**src/rtl/rstc_pkg.sv**
```systemverilog
`timescale 1ns/1ps
package rstc_pkg;

  typedef enum logic [2:0] {
    ST_IDLE    = 3'd0,
    ST_CPU     = 3'd1,
    ST_PULSE   = 3'd2,
    ST_WAITPAD = 3'd3,
    ST_CPUREL  = 3'd4
  } rst_state_e;

  localparam int NUM_FLAGS = 4;
  localparam int FLG_POR   = 0;
  localparam int FLG_PAD   = 1;
  localparam int FLG_SW    = 2;
  localparam int FLG_WDG   = 3;

endpackage

```
**src/rtl/rstc_sync.sv**
```systemverilog
`timescale 1ns/1ps
module rstc_sync #(
  parameter int   STAGES  = 2,
  parameter logic RST_VAL = 1'b0
) (
  input  logic clk,
  input  logic rst_n,
  input  logic d_i,
  output logic q_o
);

  logic [STAGES-1:0] chain_q;
  logic [STAGES-1:0] chain_d;

  always_comb begin
    chain_d = {chain_q[STAGES-2:0], d_i};
  end

  always_ff @(posedge clk or negedge rst_n) begin
    if (!rst_n) chain_q <= {STAGES{RST_VAL}};
    else        chain_q <= chain_d;
  end

  assign q_o = chain_q[STAGES-1];

endmodule

```
**src/rtl/rstc_seq.sv**
```systemverilog
`timescale 1ns/1ps
module rstc_seq
  import rstc_pkg::*;
#(
  parameter int PULSE_CYC = 20,
  parameter int CPU_CYC   = 8
) (
  input  logic                 clk,
  input  logic                 rst_n,
  input  logic                 pad_hi_i,
  input  logic                 sw_req_i,
  input  logic                 wdg_i,
  input  logic                 scope_i,
  output logic                 sys_hold_o,
  output logic                 cpu_hold_o,
  output logic                 pad_drv_o,
  output logic                 sys_trig_o,
  output logic                 cpu_trig_o,
  output logic [NUM_FLAGS-1:0] hit_o
);

  localparam int CNT_MAX = (PULSE_CYC > CPU_CYC) ? PULSE_CYC : CPU_CYC;
  localparam int CNT_W   = $clog2(CNT_MAX + 1);
  localparam logic [CNT_W-1:0] PULSE_LD = CNT_W'(PULSE_CYC - 1);
  localparam logic [CNT_W-1:0] CPU_LD   = CNT_W'(CPU_CYC - 1);
  localparam logic [CNT_W-1:0] CNT_ONE  = CNT_W'(1);
  localparam logic [CNT_W:0]   PULSE_LEN = (CNT_W + 1)'(PULSE_CYC);

  rst_state_e       state_q, state_d;
  logic [CNT_W-1:0] cnt_q, cnt_d;
  logic             cnt_en;
  logic             sys_hold_q, sys_hold_d;
  logic             cpu_hold_q, cpu_hold_d;
  logic             pad_drv_q, pad_drv_d;

  logic accept, sw_t, wdg_sys_t, wdg_cpu_t, pad_t, drive_t, sys_t, cpu_t;

  // request qualification
  always_comb begin
    accept    = (state_q == ST_IDLE) || (state_q == ST_CPU);
    sw_t      = accept & sw_req_i;
    wdg_sys_t = accept & wdg_i & scope_i;
    wdg_cpu_t = accept & wdg_i & ~scope_i;
    pad_t     = accept & ~pad_hi_i;
    drive_t   = sw_t | wdg_sys_t;
    sys_t     = drive_t | pad_t;
    cpu_t     = wdg_cpu_t & ~sys_t;
  end

  // next state
  always_comb begin
    state_d = state_q;
    cnt_d   = cnt_q;
    case (state_q)
      ST_IDLE, ST_CPU: begin
        if (drive_t) begin
          state_d = ST_PULSE;
          cnt_d   = PULSE_LD;
        end else if (pad_t) begin
          state_d = ST_WAITPAD;
        end else if (cpu_t) begin
          state_d = ST_CPU;
          cnt_d   = CPU_LD;
        end else if (state_q == ST_CPU) begin
          if (cnt_q == '0) state_d = ST_IDLE;
          else             cnt_d   = cnt_q - CNT_ONE;
        end
      end
      ST_PULSE: begin
        if (cnt_q == '0) state_d = ST_WAITPAD;
        else             cnt_d   = cnt_q - CNT_ONE;
      end
      ST_WAITPAD: begin
        if (pad_hi_i) state_d = ST_CPUREL;
      end
      ST_CPUREL: state_d = ST_IDLE;
      default:   state_d = ST_IDLE;
    endcase
    cnt_en     = (cnt_d != cnt_q);
    sys_hold_d = (state_d == ST_PULSE) || (state_d == ST_WAITPAD);
    cpu_hold_d = sys_hold_d || (state_d == ST_CPU) || (state_d == ST_CPUREL);
    pad_drv_d  = (state_d == ST_PULSE);
  end

  // registers
  always_ff @(posedge clk or negedge rst_n) begin
    if (!rst_n) begin
      state_q    <= ST_WAITPAD;
      sys_hold_q <= 1'b1;
      cpu_hold_q <= 1'b1;
      pad_drv_q  <= 1'b0;
    end else begin
      state_q    <= state_d;
      sys_hold_q <= sys_hold_d;
      cpu_hold_q <= cpu_hold_d;
      pad_drv_q  <= pad_drv_d;
    end
  end

  always_ff @(posedge clk or negedge rst_n) begin
    if (!rst_n)      cnt_q <= '0;
    else if (cnt_en) cnt_q <= cnt_d;
  end

  assign sys_hold_o = sys_hold_q;
  assign cpu_hold_o = cpu_hold_q;
  assign pad_drv_o  = pad_drv_q;
  assign sys_trig_o = sys_t;
  assign cpu_trig_o = cpu_t;

  always_comb begin
    hit_o          = '0;
    hit_o[FLG_PAD] = pad_t;
    hit_o[FLG_SW]  = sw_t;
    hit_o[FLG_WDG] = wdg_sys_t | wdg_cpu_t;
  end

  // checker: length of the pad pulse
  logic [CNT_W:0] pulse_len_q;
  always_ff @(posedge clk or negedge rst_n) begin
    if (!rst_n)         pulse_len_q <= '0;
    else if (pad_drv_q) pulse_len_q <= pulse_len_q + 1'b1;
    else                pulse_len_q <= '0;
  end


  pad_len_chk: assert property (@(posedge clk) disable iff (!rst_n)
    $fell(pad_drv_q) |-> (pulse_len_q == PULSE_LEN));


  pad_sys_only_chk: assert property (@(posedge clk) disable iff (!rst_n)
    pad_drv_q |-> (sys_hold_q && cpu_hold_q));


  rel_order_chk: assert property (@(posedge clk) disable iff (!rst_n)
    $fell(sys_hold_q) |-> cpu_hold_q);


  rel_next_chk: assert property (@(posedge clk) disable iff (!rst_n)
    $fell(sys_hold_q) |=> !cpu_hold_q);


  wdg_cpu_only_chk: assert property (@(posedge clk) disable iff (!rst_n)
    (wdg_i && !scope_i && !sw_req_i && pad_hi_i && !sys_hold_q) |=> (!sys_hold_q && cpu_hold_q));


  busy_ignore_chk: assert property (@(posedge clk) disable iff (!rst_n)
    (sys_hold_q && state_q != ST_CPUREL) |-> (hit_o == '0));

endmodule

```
**src/rtl/rstc_flags.sv**
```systemverilog
`timescale 1ns/1ps
module rstc_flags
  import rstc_pkg::*;
(
  input  logic                 clk,
  input  logic                 rst_n,
  input  logic [NUM_FLAGS-1:0] hit_i,
  input  logic                 rmv_i,
  input  logic                 sys_active_i,
  input  logic                 scope_set_i,
  output logic [NUM_FLAGS-1:0] flags_o,
  output logic                 scope_o
);

  localparam logic [NUM_FLAGS-1:0] POR_FLAGS = NUM_FLAGS'(1) << FLG_POR;

  logic [NUM_FLAGS-1:0] flags_q, flags_d;
  logic                 flags_en;
  logic                 scope_q, scope_d;
  logic                 scope_en;

  always_comb begin
    flags_d  = (flags_q & ~{NUM_FLAGS{rmv_i}}) | hit_i;
    flags_en = rmv_i | (|hit_i);
    scope_d  = sys_active_i ? 1'b0 : 1'b1;
    scope_en = sys_active_i | scope_set_i;
  end

  always_ff @(posedge clk or negedge rst_n) begin
    if (!rst_n)        flags_q <= POR_FLAGS;
    else if (flags_en) flags_q <= flags_d;
  end

  always_ff @(posedge clk or negedge rst_n) begin
    if (!rst_n)        scope_q <= 1'b0;
    else if (scope_en) scope_q <= scope_d;
  end

  assign flags_o = flags_q;
  assign scope_o = scope_q;


  set_wins_chk: assert property (@(posedge clk) disable iff (!rst_n)
    (hit_i != '0) |=> ((flags_q & $past(hit_i)) == $past(hit_i)));


  rmv_all_chk: assert property (@(posedge clk) disable iff (!rst_n)
    (rmv_i && hit_i == '0) |=> (flags_q == '0));


  scope_clr_chk: assert property (@(posedge clk) disable iff (!rst_n)
    sys_active_i |=> !scope_q);


  scope_set_chk: assert property (@(posedge clk) disable iff (!rst_n)
    (scope_set_i && !sys_active_i) |=> scope_q);

endmodule

```
**src/rtl/rst_scope_ctrl.sv**
```systemverilog
`timescale 1ns/1ps
module rst_scope_ctrl
  import rstc_pkg::*;
#(
  parameter int PULSE_CYC   = 20,
  parameter int CPU_RST_CYC = 8,
  parameter int SYNC_STAGES = 2
) (
  input  logic                 clk,
  input  logic                 por_n,
  input  logic                 pad_n_i,
  input  logic                 sw_req_i,
  input  logic                 wdg_expire_i,
  input  logic                 scope_set_i,
  input  logic                 flag_rmv_i,
  output logic                 sys_rst_n_o,
  output logic                 cpu_rst_n_o,
  output logic                 pad_oe_o,
  output logic                 scope_o,
  output logic [NUM_FLAGS-1:0] flags_o
);

  logic                 pad_hi;
  logic                 sys_hold, cpu_hold, sys_trig, cpu_trig;
  logic [NUM_FLAGS-1:0] hit;
  logic                 scope;
  logic                 sys_active;

  rstc_sync #(.STAGES(SYNC_STAGES), .RST_VAL(1'b0)) u_pad_sync (
    .clk   (clk),
    .rst_n (por_n),
    .d_i   (pad_n_i),
    .q_o   (pad_hi)
  );

  rstc_seq #(.PULSE_CYC(PULSE_CYC), .CPU_CYC(CPU_RST_CYC)) u_seq (
    .clk        (clk),
    .rst_n      (por_n),
    .pad_hi_i   (pad_hi),
    .sw_req_i   (sw_req_i),
    .wdg_i      (wdg_expire_i),
    .scope_i    (scope),
    .sys_hold_o (sys_hold),
    .cpu_hold_o (cpu_hold),
    .pad_drv_o  (pad_oe_o),
    .sys_trig_o (sys_trig),
    .cpu_trig_o (cpu_trig),
    .hit_o      (hit)
  );

  assign sys_active = sys_hold | sys_trig;

  rstc_flags u_flags (
    .clk          (clk),
    .rst_n        (por_n),
    .hit_i        (hit),
    .rmv_i        (flag_rmv_i),
    .sys_active_i (sys_active),
    .scope_set_i  (scope_set_i),
    .flags_o      (flags_o),
    .scope_o      (scope)
  );

  assign scope_o     = scope;
  assign sys_rst_n_o = ~sys_active;
  assign cpu_rst_n_o = ~(cpu_hold | sys_trig | cpu_trig);


  cpu_follows_sys_chk: assert property (@(posedge clk) disable iff (!por_n)
    !sys_rst_n_o |-> !cpu_rst_n_o);

endmodule

```
**config.mk**
```make
export PLATFORM = sky130hd
export DESIGN_NAME = rst_scope_ctrl
export DESIGN_NICKNAME = d
export VERILOG_FILES = /design/src/rtl/rstc_pkg.sv /design/src/rtl/rstc_sync.sv /design/src/rtl/rstc_seq.sv /design/src/rtl/rstc_flags.sv /design/src/rtl/rst_scope_ctrl.sv
export SDC_FILE = /design/constraint.sdc
export NUM_CORES = 1
export LEC_CHECK = 0
export BUFFER_PORTS_ARGS = -buffer_cell sky130_fd_sc_hd__buf_2
export CELL_PAD_IN_SITES_DETAIL_PLACEMENT = 1
export CELL_PAD_IN_SITES_GLOBAL_PLACEMENT = 2
export CORE_ASPECT_RATIO = 1.5
export CORE_MARGIN = 3
export CORE_UTILIZATION = 39
export CTS_BUF_LIST = sky130_fd_sc_hd__clkbuf_4
export CTS_CLUSTER_SIZE = 8
export DETAILED_ROUTE_END_ITERATION = 10
export PLACE_DENSITY = 0.82
export SYNTH_ARGS = -nofsm -noshare
export SYNTH_HDL_FRONTEND = slang
export SYNTH_SLANG_ARGS = --single-unit
```
**constraint.sdc**
```tcl
create_clock -name clk -period 3.5 [get_ports clk]
set_input_delay 0.175 -clock clk [delete_from_list [all_inputs] [get_ports clk]]
set_output_delay 0.175 -clock clk [all_outputs]
set_load 0.02 [all_outputs]
```
**Word level (Yosys, flattened, before mapping)**

Index checks and enable logic that the tools add are counted.

- Register bits: 18
- Output and inout bits: 8
- Word-level logic and storage cells: 62

- Add/subtract/negate cells: 1
- Equality and inequality tests: 8
- Muxes and demuxes: 15
- Bitwise operators: 22
- Reduce and logical (&&, ||, !) cells: 8

Operators with widths:

| cell | number |
|---|---|
| 5-bit 2-to-1 mux | 5 |
| 3-bit 2-to-1 mux | 7 |
| 3-bit by 2-bit equality test with 1-bit output (second input constant) | 4 |
| 5-bit one-hot mux with 2 select lines | 1 |
| 3-bit one-hot mux with 3 select lines | 1 |
| 1-bit OR | 8 |
| 1-bit bitwise AND | 6 |
| 3-bit by 1-bit equality test with 1-bit output (second input constant) | 2 |
| 5-bit zero test | 1 |
| 5-bit != test | 1 |
| 1-bit NOT | 5 |
| 5-bit by 1-bit subtractor with 5-bit output (second input constant) | 1 |
| 4-bit bitwise AND | 1 |
| 1-bit logical OR | 4 |
| 4-bit NOT | 1 |
| 4-bit OR | 1 |
| 3-bit equality test (second input constant) | 1 |
| 3-bit zero test | 1 |
| 3-bit OR reduction | 1 |
| 2-bit OR reduction | 1 |
| 1-bit 2-to-1 mux | 1 |

**Depth between registers and ports, before layout**

Gate-level depths: netlist (run 1).

- Word-level depth: 16
- Depth in mapped cells: 6
- Gate-level depth less buffers: 6

**By module**

From an unflattened synthesis (run 1), not the netlist that was laid out.

- Cell total of the unflattened synthesis: 104
- Area, all modules: 993.5 µm²

Modules (own cells, without submodules):

| module | instances | cells an instance | area each (µm²) |
|---|---|---|---|
| rstc_seq | 1 | 87 | 760.7 |
| rstc_flags | 1 | 12 | 167.7 |
| rstc_sync | 1 | 2 | 50.0 |
| rst_scope_ctrl | 1 | 3 | 15.0 |

**Worst setup path before layout (run 1)**

No wires, ideal clock.

- Path type: reg-to-reg
- From: register u_seq.cnt_q[0]
- To: register u_seq.pad_drv_q (netlist: u_seq.pad_drv_o)
- Setup time: 0.087 ns
- Data arrival time: 1.577 ns
- Required time: 3.413 ns
- Slack: 1.836 ns
- Stages on the path, launching flop included: 7
- Path buffers: 0
- Period minus slack after synthesis: 1.664 ns
- Path through: dfrtp_1 inv_1 ha_1 or4b_4 a31oi_4 o21ai_2 a211oi_2

- Longest elaborated chain between the ends: 8

Ends and longest elaborated chain:

| element | RTL line | text |
|---|---|---|
| start: declaration | rstc_seq.sv:30 | `logic [CNT_W-1:0] cnt_q, cnt_d;` |
| start signal: assignment | rstc_seq.sv:102 | `else if (cnt_en) cnt_q <= cnt_d;` |
| 5-bit zero test * | rstc_seq.sv:65, rstc_seq.sv:70 |  |
| 3-bit 2-to-1 mux | rstc_seq.sv:65 | `if (cnt_q == '0) state_d = ST_IDLE;` |
| 3-bit 2-to-1 mux | rstc_seq.sv:64 | `end else if (state_q == ST_CPU) begin` |
| 3-bit 2-to-1 mux | rstc_seq.sv:61 | `end else if (cpu_t) begin` |
| 3-bit 2-to-1 mux | rstc_seq.sv:59 | `end else if (pad_t) begin` |
| 3-bit 2-to-1 mux | rstc_seq.sv:56 | `if (drive_t) begin` |
| 3-bit one-hot mux with 3 select lines * | rstc_seq.sv:54 | `case (state_q)` |
| named net u_seq.state_d[0] | rstc_seq.sv:29 | `rst_state_e state_q, state_d;` |
| 3-bit by 2-bit equality test with 1-bit output * | rstc_seq.sv:82 | `pad_drv_d = (state_d == ST_PULSE);` |
| named net u_seq.pad_drv_d | rstc_seq.sv:34 | `logic pad_drv_q, pad_drv_d;` |
| end signal: assignment | rstc_seq.sv:96 | `pad_drv_q <= pad_drv_d;` |
| end: declaration | rstc_seq.sv:34 |  |

Mark *: on every way through the listed nets, which the timed path passes. The rest lies on a longest branch.
A chain may end at the register's enable or synchronous reset.

**Final worst setup path (run 1)**

- From: register u_pad_sync.chain_q[1]
- To: output cpu_rst_n_o

- Longest elaborated chain between the ends: 7

Ends and longest elaborated chain:

| element | RTL line | text |
|---|---|---|
| start: declaration | rstc_sync.sv:12 | `logic [STAGES-1:0] chain_q;` |
| start signal: assignment | rstc_sync.sv:20 | `if (!rst_n) chain_q <= {STAGES{RST_VAL}};` |
| start signal: assignment | rstc_sync.sv:21 | `else chain_q <= chain_d;` |
| 1-bit NOT * | rstc_seq.sv:44 | `pad_t = accept & ~pad_hi_i;` |
| 1-bit bitwise AND * | rstc_seq.sv:44 |  |
| 1-bit OR * | rstc_seq.sv:46 | `sys_t = drive_t \| pad_t;` |
| 1-bit NOT | rstc_seq.sv:47 | `cpu_t = wdg_cpu_t & ~sys_t;` |
| 1-bit bitwise AND | rstc_seq.sv:47 |  |
| 1-bit OR * | rst_scope_ctrl.sv:66 | `assign cpu_rst_n_o = ~(cpu_hold \| sys_trig \| cpu_trig);` |
| 1-bit NOT * | rst_scope_ctrl.sv:66 |  |
| end: declaration | rst_scope_ctrl.sv:17 | `output logic cpu_rst_n_o,` |

Mark *: on every way between the ends. The rest lies on a longest branch, timed or not.

==> results by group, run 1 <==
Detailed routing
  • First-iteration detailed-routing DRC count: 7
  • Routed WL: around 2200 um
  • Detail Route met3 WL: 88 um
  • Max layer used: met4
  • Via density: a little under 6
  • DRT antenna net count: 0
  • First-pass DRT Iterations: 3
  • WL met2: ~1100 um
  • Met1 wire length: 1020 um
  • DR vias: 795
  • DRC violations left: 0
  • WL per Instance: approximately 17 um

Setup path
  • Critical Setup Path Class: reg -> out
  • CP required: between 3 and 4 ns
  • Max stage delay cell, worst path: dfrtp_1
  • Max stage delay on crit path: approximately 0.60 ns
  • WP data arrival: 1.87 ns
  • Cell family with most CP delay: simple AND/OR/NAND/NOR gates
  • Crit path depth: 4
  • R2R cell count: 6
  • Crit-path max FO: 11
  • Worst Path Buf+Inv: 1
  • Critical path endpoint category: output pin
  • Type of origin of the critical path: flop
  • Worst path cell trace: or2b_2, or2_2, a21oi_1, buf_2

Clocking
  • CTS buffer count: 3
  • Post-CTS Setup Inserts: 0
  • Clock Tree Root: clkbuf_4
  • Htree depth: 1
  • Clock latency on the worst-skew pair: ~0.3 ns
  • CTS clk-pin slew, worst paths: around 0.11 ns
  • CTS Buffer Depth: 2
  • CTS tree: done
  • Clock sinks: 18

Synth
  • Number of synthesized flops with an enable pin: 0
  • Most frequent cell after synthesis: dfrtp_1
  • Commonest cells post-synth: dfrtp_1, a21oi_1, nor2_1, inv_1, o21ai_0
  • Asr flop ratio synth: 100.0%
  • Yosys reg bits: 18
  • Yosys cell types: 39
  • Avg Cell Area, Syn: roughly 10 sq um
  • Post-synth top area cell: dfrtp_1
  • Synth top area cells: dfrtp_1, dfstp_2, a21oi_1, o21ai_0, nor2_1
  • Post-Synthesis Cell Area: between 900 and 1000 sq um
  • Most used DFF post-synth: dfrtp_1
  • Area share of the largest cell type after synthesis: between 30% and 40%
  • Cells after Synth: between 90 and 100
  • Seq/Total Area, Yosys: 47.40%
  • Total of warnings raised by yosys: 0
  • Syn Nets: 105

Floorplanning
  • Die width: ~47 um
  • I/O pin count: 15
  • Die Ht: about 67 um
  • Die ar.: approximately 3100 sq um
  • Core Region: roughly 2300 sq um
  • Initial Util: about 42%
  • Row count: 21

GRT
  • GRT Total Usage: between 10% and 20%
  • Total gr overflow: 0
  • First-pass GRT wire length: approximately 3800 um
  • Initial antenna violation count: 0
  • Vias in the first global route: just under 800
  • Largest net degree at the start of global routing: 19

Place
  • # port buffers: 14
  • GP Congestion: 0.7953
  • Inst Count DP: around 130
  • Hpwl dp: approximately 1600 um

Power
  • Leak: approximately 0.45 nW
  • Worst VDD drop: approximately 0.00035 V
  • P per Cell Area: 821.3 nW/um^2

STA
  • Max frequency: around 0.49 GHz
  • Clock Skew: 0.009032 ns
  • Min Clock Period, post-route: between 2 and 2.5 ns
  • TNS Setup: 0 ns
  • Endpoints failing setup: 0
  • Final worst-path cycle share: 58.56%
  • RSZ-0062 raised after global routing: false
  • Worst Tran Pin Value: about 0.77 ns
  • Rel. slew slack: 48.68%
  • Slew Viols, Final: 0
  • Final Hold Fails: 0

Min path
  • Hold Path Stages: 2
  • Hold Crit Class: in -> reg

Run
  • Maxcap violations: 0

Cells and area
  • Fillcell total: ~280
  • Fin nets: between 100 and 150
  • Final cell count without fillers: about 140
  • Layout cell share with drive strength beyond 1: a little over a quarter
  • Ant diodes: 0
  • Area Overhead vs Synth: 11.04%

Status
  • Outcome: complete, no violations
[state kept, by name, summed over array words and instances (netlist names)]
name,count
u_seq.cnt_q,5
u_flags.flags_o,4
u_seq.state_q,3
u_seq.pad_drv_o,1
u_seq.cpu_hold_o,1
u_pad_sync.chain_q,2
u_flags.scope_o,1
u_seq.sys_hold_o,1
[cells by family (layout without fill, tap and decap cells)]
| logic type | Yosys count | after routing | synth area share [%] |
|---|---|---|---|
| muxes | 1 | 1 | 1.169 |
| DFF | 18 | 18 | 47.40 |
| buffers and inverters | 12 | 27 | 6.753 |
| adders and majority gates | 1 | 1 | 1.298 |
| xor gates and xnor gates | 1 | 1 | 0.9093 |
| AOI/OAI and AO/OA | 34 | 34 | 24.81 |
| and+or+nand+nor | 30 | 30 | 17.66 |
[power by group]
group / switching (mW) / internal [mW] / leakage (nW)
Combinational: 0.234 / 0.174 / 0.220
Sequential: 0.0742 / 0.288 / 0.214
Clock: 0.0666 / 0.0415 / 0.0154
[final timing paths]
check                                                start                              end  slack, ns
min in group asynchronous                            por_n   u_flags.flags_o[3]$_DFFE_PN0P_       0.32
max reg2reg                     u_seq.cnt_q[0]$_DFFE_PN0P_        u_seq.pad_drv_o$_DFF_PN0_       1.60
min                                             flag_rmv_i   u_flags.flags_o[0]$_DFFE_PN1P_       0.03
max                        u_pad_sync.chain_q[1]$_DFF_PN0_                      cpu_rst_n_o       1.45
min reg2reg                u_pad_sync.chain_q[0]$_DFF_PN0_  u_pad_sync.chain_q[1]$_DFF_PN0_       0.37
max in group asynchronous                            por_n       u_seq.state_q[1]$_DFF_PN1_       2.84
[worst reg2reg max path: cells and delay by family, from the launching register on]
kind	cells	cell delay, ns
AND/OR/NAND/NOR	1	0.54
AO/OA/AOI/OAI	3	0.53
flip-flops	1	0.44
adder cells (fa/ha/maj)	1	0.22
buffers and inverters	1	0.08
[per-stage QoR]
step	setup slack [ns]	cell area [sq um]	utilization (%)	hold slack, ns	power [mW]
after floorplan	1.836	963.4	-	-0.1206	0.6763
after global placement	1.697	1023	44.77	0.1255	0.7710
after detailed placement	1.659	1023	44.77	0.1295	0.7763
after CTS	1.450	1070	46.80	0.02336	0.8893
after global routing	1.360	1070	46.80	0.03088	0.9648
final	1.450	1070	46.80	0.02634	0.8786
[per-layer routing]
| layer | up-vias | global-route usage, % |
|---|---|---|
| met4 | 0 | 6.406 |
| li1 | 383 | - |
| met1 | 391 | 22.99 |
| met2 | 16 | 27.07 |
| met5 | - | 0 |
| met3 | 5 | 1.622 |
[placed cells by master (no fill, tap or decap), types with 2 or more instances in the layout]
| cell type | n |
|---|---|
| buf_2 | 14 |
| dfrtp_1 | 13 |
| a21oi_1 | 10 |
| nor2_1 | 9 |
| inv_1 | 7 |
| o21ai_0 | 7 |
| nand2_1 | 5 |
| dfstp_2 | 5 |
| nor3b_1 | 3 |
| nor3_1 | 3 |
| clkbuf_4 | 3 |
| or2_2 | 2 |
| o21a_1 | 2 |
| o311ai_0 | 2 |
| dlygate4sd3_1 | 2 |
[what timing repair did]
item	in CTS	in global routing
endpoints found under the hold margin	14	0
setup endpoints to repair	0	0
gates resized for setup	0	0
hold buffers	2	0
[cell type report]
cell class,count,area [sq um],share of cell area [%]
sequential,18,456.7,42.69
multi-input combinational,67,441.7,41.29
timing repair buffer,16,90.09,8.421
tap,23,28.78,2.690
inverter,7,26.28,2.456
clock buffer,3,22.52,2.105
clock inverter,1,3.754,0.3509
No activity file was read; power rests on OpenSTA's default activity.
==> inputs of run 2 (changes only) <==
--- a/config.mk
+++ b/config.mk
@@ -10,11 +10,11 @@
 export CELL_PAD_IN_SITES_GLOBAL_PLACEMENT = 2
 export CORE_ASPECT_RATIO = 1.5
 export CORE_MARGIN = 3
-export CORE_UTILIZATION = 39
+export CORE_UTILIZATION = 36
 export CTS_BUF_LIST = sky130_fd_sc_hd__clkbuf_4
 export CTS_CLUSTER_SIZE = 8
 export DETAILED_ROUTE_END_ITERATION = 10
-export PLACE_DENSITY = 0.82
+export PLACE_DENSITY = 0.76
 export SYNTH_ARGS = -nofsm -noshare
 export SYNTH_HDL_FRONTEND = slang
 export SYNTH_SLANG_ARGS = --single-unit
==> constraint.sdc (replaced) <==
create_clock -name clk -period 2.15 [get_ports clk]
set_input_delay 0.1075 -clock clk [delete_from_list [all_inputs] [get_ports clk]]
set_output_delay 0.1075 -clock clk [all_outputs]
set_load 0.02 [all_outputs]
==> results by group, run 2 (synthesis results as in run 1) <==
Cells and area
  • Fillcell total: 301 (+7.9%)
  • Most common cell after layout, fill and taps aside: buf_2
  • Multi-input gate area: 441.7 sq um (unchanged)
  • Area Overhead vs Synth: 16.49%
  • Max reg flops: 5 (unchanged)
  • Most frequent cells in the layout: buf_2, dfrtp_1, a21oi_1, nor2_1
  • Final Util: 44.81% (-2.0 points)
  • Layout cell share with drive strength beyond 1: 29.31% (+2.5 points)
  • Final cell count without fillers: 152 (+13%)
  • Biggest register: u_seq.cnt_q
  • Register area: 456.7 sq um (unchanged)
  • Ant diodes: 0 (unchanged)
  • Fin nets: 125 (+3.3%)

Clocking
  • CTS clk-pin slew, worst paths: 0.10 ns (about the same)
  • Clock latency on the worst-skew pair: 0.29 ns (about the same)
  • Clock sinks: 18 (unchanged)
  • Clock Tree Root: clkbuf_4
  • CTS tree: done
  • Htree depth: 1 (unchanged)
  • CTS Buffer Depth: 2 (unchanged)
  • CTS buffer count: 3 (unchanged)

Detailed routing
  • WL per Instance: 15.63 um (-5.5%)
  • DR vias: 805 (+1.3%)
  • Via density: 5.296 (-10%)
  • DRT antenna net count: 0 (unchanged)
  • First-pass DRT Iterations: 3 (unchanged)
  • DRC violations left: 0 (unchanged)
  • First-iteration detailed-routing DRC count: 14 (+7)
  • Routed WL: 2375 um (+6.5%)

Setup path
  • Worst path cell trace: inv_1, ha_1, or4b_4, a31oi_4, o21ai_2, a211oi_2
  • Crit-path max FO: 5 (-6)
  • Max stage delay cell, worst path: or4b_4
  • Crit path depth: 6 (+2)
  • Worst Path Buf+Inv: 1 (unchanged)
  • Worst Setup SP: u_seq.cnt_q[0]$_DFFE_PN0P_
  • Type of origin of the critical path: flop
  • FF-to-FF Start: u_seq.cnt_q[0]$_DFFE_PN0P_
  • Max stage delay on crit path: 0.53 ns (-0.07 ns)
  • R2R cell count: 6 (unchanged)
  • CP required: 2.36 ns (-0.96 ns)
  • WP data arrival: 2.02 ns (+0.15 ns)
  • Critical Setup Path Class: reg -> reg
  • Cell family with most CP delay: simple AND/OR/NAND/NOR gates
  • Critical path endpoint category: flop

Power
  • Internal power: 852.1 uW (+69%)
  • NetSw: 621.2 uW (+66%)
  • Leak: 0.4722 nW (+4.9%)
  • Comb pwr share: 46.7% (+0.2 points)
  • Sw Share: 42.16% (-0.54 points)
  • Seq pwr share: 40.5% (-0.7 points)
  • P per Cell Area: 1313 nW/um^2 (+60%)
  • Clock power share: 12.8% (+0.5 points)
  • Worst VDD drop: 0.0004401 V (+28%)

STA
  • RSZ-0062 raised after global routing: false
  • Max frequency: between 0.5 and 0.6 GHz
  • TNS Setup: 0 ns (unchanged)
  • Clock Skew: 0.0007539 ns (-0.008278 ns)
  • Endpoints failing setup: 0 (unchanged)
  • Rel. slew slack: 55.77% (+7.1 points)
  • Min Clock Period, post-route: around 1.8 ns
  • Worst Tran Pin Value: 0.6543 ns (-0.1127 ns)
  • Final Hold Fails: 0 (unchanged)
  • Final worst-path cycle share: ~84%
  • Slew Viols, Final: 0 (unchanged)

GRT
  • GRT Total Usage: 15.86% (-1.1 points)
  • Vias in the first global route: 819 (+2.9%)
  • First-pass GRT wire length: 3870 um (+1.6%)
  • Largest net degree at the start of global routing: 19 (unchanged)
  • Initial antenna violation count: 0 (unchanged)
  • Total gr overflow: 0 (unchanged)

Min path
  • Hold Crit Class: in -> reg
  • Hold Path Stages: 2 (unchanged)
  • Hold path start: scope_set_i

Floorplanning
  • Die width: 48.24 um (+3.6%)
  • Row count: 22 (+4.8%)
  • Die ar.: 3346 sq um (+7.4%)
  • Initial Util: 38.46% (-3.7 points)
  • Die Ht: 69.36 um (+3.7%)
  • I/O pin count: 15 (unchanged)
  • Core Region: 2505 sq um (+9.6%)

Place
  • # port buffers: 14 (unchanged)
  • GP Congestion: 0.7374 (-7.3%)
  • Hpwl dp: 1767 um (+7.8%)
  • Inst Count DP: 145 (+12%)

Status
  • Outcome: complete, no violations

Run
  • Maxcap violations: 0 (unchanged)
==> run 2: final cells by class <==
class | count | share of cell area (%)
flip-flops and latches | 18 | 40.69
clock buffers | 4 | 2.676
multi-input cells | 67 | 39.35
inverters | 7 | 2.341
well taps | 36 | 4.013
repair buffers | 20 | 10.93
==> run 2: what timing repair did <==
item                                   CTS  global route
hold buffers                             3             0
gates resized for setup                  0             0
endpoints found under the hold margin   15             0
setup buffers                            0             0
==> run 2: worst reg2reg max path: stages, from the launching register on <==
cell      delay, ns
dfrtp_1        0.43
inv_1          0.07
ha_1           0.21
or4b_4         0.53
a31oi_4        0.20
o21ai_2        0.08
a211oi_2       0.21
==> run 2: per-layer routing <==
layer / global-route usage, % / part of all wire, % / vias up
met5: 0 / 0 / -
met4: 5.389 / 1.2 / 0
met3: 1.558 / 3.5 / 4
met2: 27.62 / 56 / 15
met1: 18.64 / 39 / 395
li1: - / - / 391
==> run 2: worst paths after layout <==
kind	endpoint	slack, ns
max in group asynchronous	u_seq.state_q[0]$_DFF_PN1_	1.55
min in group asynchronous	u_flags.flags_o[3]$_DFFE_PN0P_	0.28
hold reg to reg	u_pad_sync.chain_q[1]$_DFF_PN0_	0.36
hold / removal	u_flags.scope_o$_DFFE_PN0P_	0.02
setup / recovery	u_seq.pad_drv_o$_DFF_PN0_	0.34
setup reg to reg	u_seq.pad_drv_o$_DFF_PN0_	0.34
==> run 2: through the flow <==
step / power (mW) / area, sq um / hold slack, ns / setup slack, ns
floorplan: 1.101 / 963.4 / -0.1881 / 0.4860
global placement: 1.273 / 1062 / 0.05687 / 0.4007
global route: 1.608 / 1122 / 0.02613 / 0.2348
CTS: 1.495 / 1122 / 0.01705 / 0.3174
finish: 1.473 / 1122 / 0.01936 / 0.3367
detailed placement: 1.293 / 1062 / 0.06469 / 0.3450
==> run 2: power groups by stage <==
stage	clock network [mW]	logic, mW	registers [mW]
after global routing	0.212	0.776	0.620
after detailed placement	0	0.691	0.603
after floorplan	0	0.515	0.586
final	0.189	0.688	0.597
after CTS	0.195	0.703	0.598
after global placement	0	0.679	0.594
